===== src/rtl/planar_pkg.sv =====
// Package: shared types and the per-bit logical function for the planar
// write path. Assumes the function encoding pass/AND/OR/XOR = 0..3.
package planar_pkg;

    typedef enum logic [1:0] {
        WM_DIRECT = 2'd0,
        WM_LATCH  = 2'd1,
        WM_SPLAT  = 2'd2,
        WM_MASKED = 2'd3
    } wmode_e;

    typedef enum logic [1:0] {
        FN_PASS = 2'd0,
        FN_AND  = 2'd1,
        FN_OR   = 2'd2,
        FN_XOR  = 2'd3
    } func_e;

endpackage


===== src/rtl/planar_rotator.sv =====
// Module: right rotation of one byte by a small count.
// Assumes the count is narrower than the data width; purely combinational.
module planar_rotator #(
    parameter int W  = 8,
    localparam int CW = $clog2(W)
) (
    input  logic [W-1:0]  din,
    input  logic [CW-1:0] amt,
    output logic [W-1:0]  dout
);
    logic [2*W-1:0] dbl;

    // Rotate by shifting a doubled copy and keeping the low half.
    always_comb begin
        dbl  = {din, din} >> amt;
        dout = dbl[W-1:0];
    end
endmodule


===== src/rtl/planar_lane.sv =====
// Module: one plane's write datapath. Selects the source byte by mode,
// applies the logical function against the latch, then merges source and
// latch under the effective mask. Combinational; assumes the mode and
// function inputs are stable for the cycle.
module planar_lane
    import planar_pkg::*;
#(
    parameter int W = 8
) (
    input  wmode_e       wmode,
    input  func_e        func,
    input  logic [W-1:0] rot_byte,
    input  logic         splat_bit,
    input  logic         const_bit,
    input  logic         const_en,
    input  logic [W-1:0] bitmask,
    input  logic [W-1:0] latch,
    output logic [W-1:0] result
);
    logic [W-1:0] src;
    logic [W-1:0] alu;
    logic [W-1:0] eff_mask;

    // Pick the source byte and the effective mask for the active mode.
    always_comb begin
        src      = rot_byte;
        eff_mask = bitmask;
        case (wmode)
            WM_DIRECT: src = const_en ? {W{const_bit}} : rot_byte;
            WM_LATCH:  src = latch;
            WM_SPLAT:  src = {W{splat_bit}};
            WM_MASKED: begin
                src      = {W{const_bit}};
                eff_mask = bitmask & rot_byte;
            end
            default:   src = rot_byte;
        endcase
    end

    // Logical function between source and latch.
    always_comb begin
        case (func)
            FN_PASS: alu = src;
            FN_AND:  alu = src & latch;
            FN_OR:   alu = src | latch;
            FN_XOR:  alu = src ^ latch;
            default: alu = src;
        endcase
    end

    // Final merge; the latch-copy mode bypasses both function and mask.
    always_comb begin
        if (wmode == WM_LATCH) begin
            result = latch;
        end else begin
            result = (alu & eff_mask) | (latch & ~eff_mask);
        end
    end
endmodule


===== src/rtl/planar_wr_path.sv =====
// Module: top of the planar memory write path. Rotates the processor byte
// once, runs one lane per plane, and registers data, enables, address and
// strobe one cycle after the request. Assumes configuration is sampled
// together with the request; synchronous active-low reset.
module planar_wr_path
    import planar_pkg::*;
#(
    parameter int PLANES = 4,
    parameter int W      = 8,
    parameter int ADDR_W = 16,
    localparam int CW    = $clog2(W),
    localparam int DW    = PLANES * W
) (
    input  logic              clk,
    input  logic              rst_n,
    input  logic              cpu_wr,
    input  logic [ADDR_W-1:0] cpu_addr,
    input  logic [W-1:0]      cpu_data,
    input  logic [1:0]        cfg_wmode,
    input  logic [CW-1:0]     cfg_rot,
    input  logic [PLANES-1:0] cfg_const,
    input  logic [PLANES-1:0] cfg_const_en,
    input  logic [W-1:0]      cfg_bitmask,
    input  logic [PLANES-1:0] cfg_planemask,
    input  logic [1:0]        cfg_func,
    input  logic [DW-1:0]     latch_in,
    output logic [DW-1:0]     pl_wdata,
    output logic [PLANES-1:0] pl_we,
    output logic [ADDR_W-1:0] pl_addr,
    output logic              pl_strobe
);
    wmode_e       wmode;
    func_e        func;
    logic [W-1:0] rot_byte;
    logic [DW-1:0] lane_out;

    assign wmode = wmode_e'(cfg_wmode);
    assign func  = func_e'(cfg_func);

    planar_rotator #(.W(W)) u_rot (
        .din  (cpu_data),
        .amt  (cfg_rot),
        .dout (rot_byte)
    );

    // One datapath lane per plane.
    for (genvar p = 0; p < PLANES; p++) begin : g_lane
        planar_lane #(.W(W)) u_lane (
            .wmode     (wmode),
            .func      (func),
            .rot_byte  (rot_byte),
            .splat_bit (cpu_data[p % W]),
            .const_bit (cfg_const[p]),
            .const_en  (cfg_const_en[p]),
            .bitmask   (cfg_bitmask),
            .latch     (latch_in[p*W +: W]),
            .result    (lane_out[p*W +: W])
        );
    end

    // Strobe and plane enables follow the request by one cycle.
    always_ff @(posedge clk) begin
        if (!rst_n) begin
            pl_strobe <= 1'b0;
            pl_we     <= '0;
        end else begin
            pl_strobe <= cpu_wr;
            pl_we     <= cpu_wr ? cfg_planemask : '0;
        end
    end

    // Data and address capture on a request and hold otherwise.
    always_ff @(posedge clk) begin
        if (!rst_n) begin
            pl_wdata <= '0;
            pl_addr  <= '0;
        end else if (cpu_wr) begin
            pl_wdata <= lane_out;
            pl_addr  <= cpu_addr;
        end
    end
endmodule


===== config.mk =====
export PLATFORM = sky130hd
export DESIGN_NAME = planar_wr_path
export DESIGN_NICKNAME = d
export VERILOG_FILES = /design/src/rtl/planar_pkg.sv /design/src/rtl/planar_rotator.sv /design/src/rtl/planar_lane.sv /design/src/rtl/planar_wr_path.sv
export SDC_FILE = /design/constraint.sdc
export NUM_CORES = 1
export LEC_CHECK = 0
export BUFFER_PORTS_ARGS = -buffer_cell sky130_fd_sc_hd__clkbuf_2
export CORE_AREA = 2 2 117 119
export CTS_BUF_LIST = sky130_fd_sc_hd__clkbuf_4 sky130_fd_sc_hd__clkbuf_8 sky130_fd_sc_hd__clkbuf_16
export CTS_CLUSTER_DIAMETER = 150
export DETAILED_ROUTE_END_ITERATION = 6
export DIE_AREA = 0 0 119 121
export PLACE_DENSITY = 0.74
export RECOVER_POWER = 50
export SLEW_MARGIN = 40
export SYNTH_ARGS = -nofsm -noshare
export SYNTH_HDL_FRONTEND = slang
export SYNTH_SLANG_ARGS = --single-unit

===== constraint.sdc =====
create_clock -name clk -period 3.7 [get_ports clk]
set_input_delay 0.925 -clock clk [delete_from_list [all_inputs] [get_ports clk]]
set_output_delay 0.925 -clock clk [all_outputs]
set_load 0.05 [all_outputs]

==> impl_metrics.csv <==
group,metric,value,unit
synthesis,mappedNetlistArea,6495,um^2
place,dp_hpwl,14740,um
final_layout,layout-drive-gt1-share,16.75,%
timing,tns,0,ns
clock_tree,htreeDepth,2,
detailed_routing,drt_iter0_drc,579,
synthesis,syn_area_per_cell,7.509,um^2
final_layout,fin_util,56.95,%
final_layout,area.growth.synth_to_final,14.74,%
flow_run,maxCapViolCount,1,
synthesis,ys_seq_area_share,16.34,%
place,portBuffers,138,
global_routing,use_met1,37.32,%
clock_tree,path_clk_slew,0.08,ns
pwr,swShare,44.32,%
global_routing,grt_pass1_vias,6625,
clock_tree,cts_resized,0,
synthesis,ys_ff_latch,53,
final_layout,nets,1122,
global_routing,grt_max_degree,59,
pwr,combPwrFrac,46.9,%
clock_tree,hold_buffers,0,
pwr,internal-power,0.001243,W
final_layout,fin_cells,1149,
clock_tree,root_buffer,"clkbuf_16",
worst_setup_path,cp_num_buf_inv,1,
timing,timing.final.crit_period,3.370,ns
floorplanning,std_cell_rows,42,
synthesis,synth_edf_count,0,
timing,min_period_over_period,91.09,%
pwr,p_clk_share,22.6,%
detailed_routing,vias,6973,
floorplanning,die_y,121,um
synthesis,synth_flop_cell,"dfxtp_1",
floorplanning,initial_core_util,49.64,%
timing,slew_violations,36,
clock_tree,clock_latency,0.29,ns
worst_setup_path,cp_top_family,"buffers and inverters",
detailed_routing,avgViaCountPerCell,6.069,
final_layout,antennaDiodeCount,0,
timing,max_slew_margin,-27.37,%
synthesis,async_flop_share,0,%
synthesis,mappedNetlistNets,1015,
clock_tree,post_cts_buffers,0,
pwr,power,0.002233,W
global_routing,grt_busiest_layer,"met2",
pwr,p_seq_share,30.4,%
worst_setup_path,worst-r2r-setup-slack,2.18,ns
timing,rsz0062_at_grt,"no",
synthesis,synth.distinct_cells,49,
outcome,violations,"capacitance limit, slew limit",
clock_tree,numCtsBuffers,5,
global_routing,grt_use_met2,47.88,%
global_routing,grt_util_all_layers,28.62,%
pwr,vdd_drop_max,0.1900,mV
timing,hold_viol,0,
place,dpl.cell_count,1140,
detailed_routing,post_drt_wl_per_cell,17.92,um
worst_setup_path,max_stage_delay,1.33,ns
place,gp_congestion,0.9924,
global_routing,grt_remaining_overflow,0,
min_path,hp-class,"reg -> reg",
global_routing,grtUsageMet3,4.135,%
worst_setup_path,endpoint_kind,"register",
floorplanning,die_w,119,um
global_routing,grt_pass1_wl,33250,um
worst_setup_path,cp.arrival,3.62,ns
floorplanning,ios,139,
clock_tree,cts_buffer_depth,2,
pwr,power_switching,0.0009896,W
pwr,total_leakage_power,3.372,nW
detailed_routing,routed_wl,20590,um
worst_setup_path,cp_max_fo,35,
pwr,cellPowerDensity,299.6,nW/um^2
timing,clock.fmax,0.2967,GHz
detailed_routing,ant_nets,0,
timing,setup_viol,0,
floorplanning,core,13090,um^2
detailed_routing,drc,0,
worst_setup_path,cp_cell_sequence,"clkbuf_1, o21ai_0, a311oi_1, nand3_1, o2bb2ai_1, a221o_1",
floorplanning,dieArea,14400,um^2
timing,tightest_slew,1.911,ns
clock_tree,cts_tree,"done",
synthesis,yosys_warnings,0,
worst_setup_path,start_kind,"primary input",
final_layout,finalInstanceArea,7452,um^2
timing,skew,0,ns
clock_tree,cts.sink_count,53,
worst_setup_path,cp_data_required_time,3.95,ns
detailed_routing,drt_first_pass_iters,6,
outcome,status,"complete, but fails checks",
global_routing,antenna_found_initial,0,
worst_setup_path,crit_type,"in -> reg",
synthesis,syn_inst,865,
worst_setup_path,crit_slowest_cell,"clkbuf_1",
place,placed_area,7342,um^2
-- state kept, by name (all words and copies together) (netlist names) --
signal     flops
pl_wdata      32
pl_addr       16
pl_we          4
pl_strobe      1
-- stage by stage --
step / setup slack, ns / hold WS (ns)
floorplan: 0.4040 / 0.7124
CTS: 0.3795 / 0.5151
detailed placement: 0.07870 / 0.4985
global placement: 0.1329 / 0.4930
finish: 0.3298 / 0.5147
global route: 0.08552 / 0.5316
-- kinds of logic (layout without fill, tap and decap cells) --
family | after synthesis | in the layout | synth area share (%)
adders and majority gates | 64 | 64 | 12.33
and+or+nand+nor | 330 | 330 | 27.59
muxes | 48 | 48 | 8.553
DFF | 53 | 53 | 16.34
buffers and inverters | 126 | 234 | 7.879
AOI/OAI and AO/OA | 244 | 244 | 27.32
-- metal layers --
metal | vias up | wire (um)
met5 | - | 0
met4 | 0 | 463
met3 | 35 | 1848
met2 | 361 | 9439
met1 | 3229 | 8840
li1 | 3348 | -
-- final timing paths --
check,from,depth (start not counted),endpoint
worst max-delay path,rst_n,6,pl_wdata[17]$_SDFFE_PN0P_
worst min-delay path,pl_wdata[29]$_SDFFE_PN0P_,1,pl_wdata[29]$_SDFFE_PN0P_
worst max register to register,pl_wdata[17]$_SDFFE_PN0P_,5,pl_wdata[17]$_SDFFE_PN0P_
worst min register to register,pl_wdata[29]$_SDFFE_PN0P_,1,pl_wdata[29]$_SDFFE_PN0P_
-- cells in the mapped netlist (all sizes together) (13+ instances only) --
library cell / n / area share [%]
o211ai: 20 / 2.3
mux2i: 42 / 6.5
clkbuf: 46 / 2.7
inv: 62 / 3.6
nand3: 42 / 3.2
nor2: 40 / 2.3
nand2b: 21 / 2.0
nand4: 13 / 1.3
nor3b: 14 / 1.6
dfxtp: 53 / 16
a221o: 28 / 4.3
o21a: 31 / 3.6
nand2: 66 / 3.8
and3: 14 / 1.3
ha: 64 / 12
nor2b: 74 / 7.1
o21ai: 98 / 7.6
buf: 18 / 1.6
-- cell type report --
cell class                      instances  area, um^2
Fill cell                            1284        5633
Clock inverter                          3       26.28
Multi-Input combinational cell        686        4925
Clock buffer                            5       125.1
Tap cell                              176       220.2
Inverter                               62       232.7
Timing Repair Buffer                  164       862.1
Sequential cell                        53        1061
-- power by group through the flow --
stage / Clock, W / Combinational (W) / Sequential (W)
after floorplan: 0 / 0.000548 / 0.000884
after CTS: 0.000509 / 0.00105 / 0.000679
final: 0.000506 / 0.00105 / 0.000680
after global placement: 0 / 0.00102 / 0.000690
after detailed placement: 0 / 0.00104 / 0.000692
after global routing: 0.000527 / 0.00114 / 0.000687
-- cell usage in the layout (no fill, tap or decap), types with 6 or more instances in the layout --
cell	instances
dfxtp_1	53
nand3b_1	11
buf_4	23
o22ai_4	6
clkbuf_1	37
a221o_1	28
o211ai_1	20
a21boi_0	7
nand2_1	66
nor3_1	11
o21ai_0	98
o21a_1	31
a311oi_1	10
nand2b_1	21
nor2_1	40
nand3_1	42
a211oi_1	6
ha_1	64
or2_2	11
inv_1	62
nor2b_1	73
mux2i_1	42
clkbuf_2	101
nor3b_1	14
and3_1	14
mux4_2	6
nand4_1	13
Note: power is estimated with default switching activity, not from simulation.
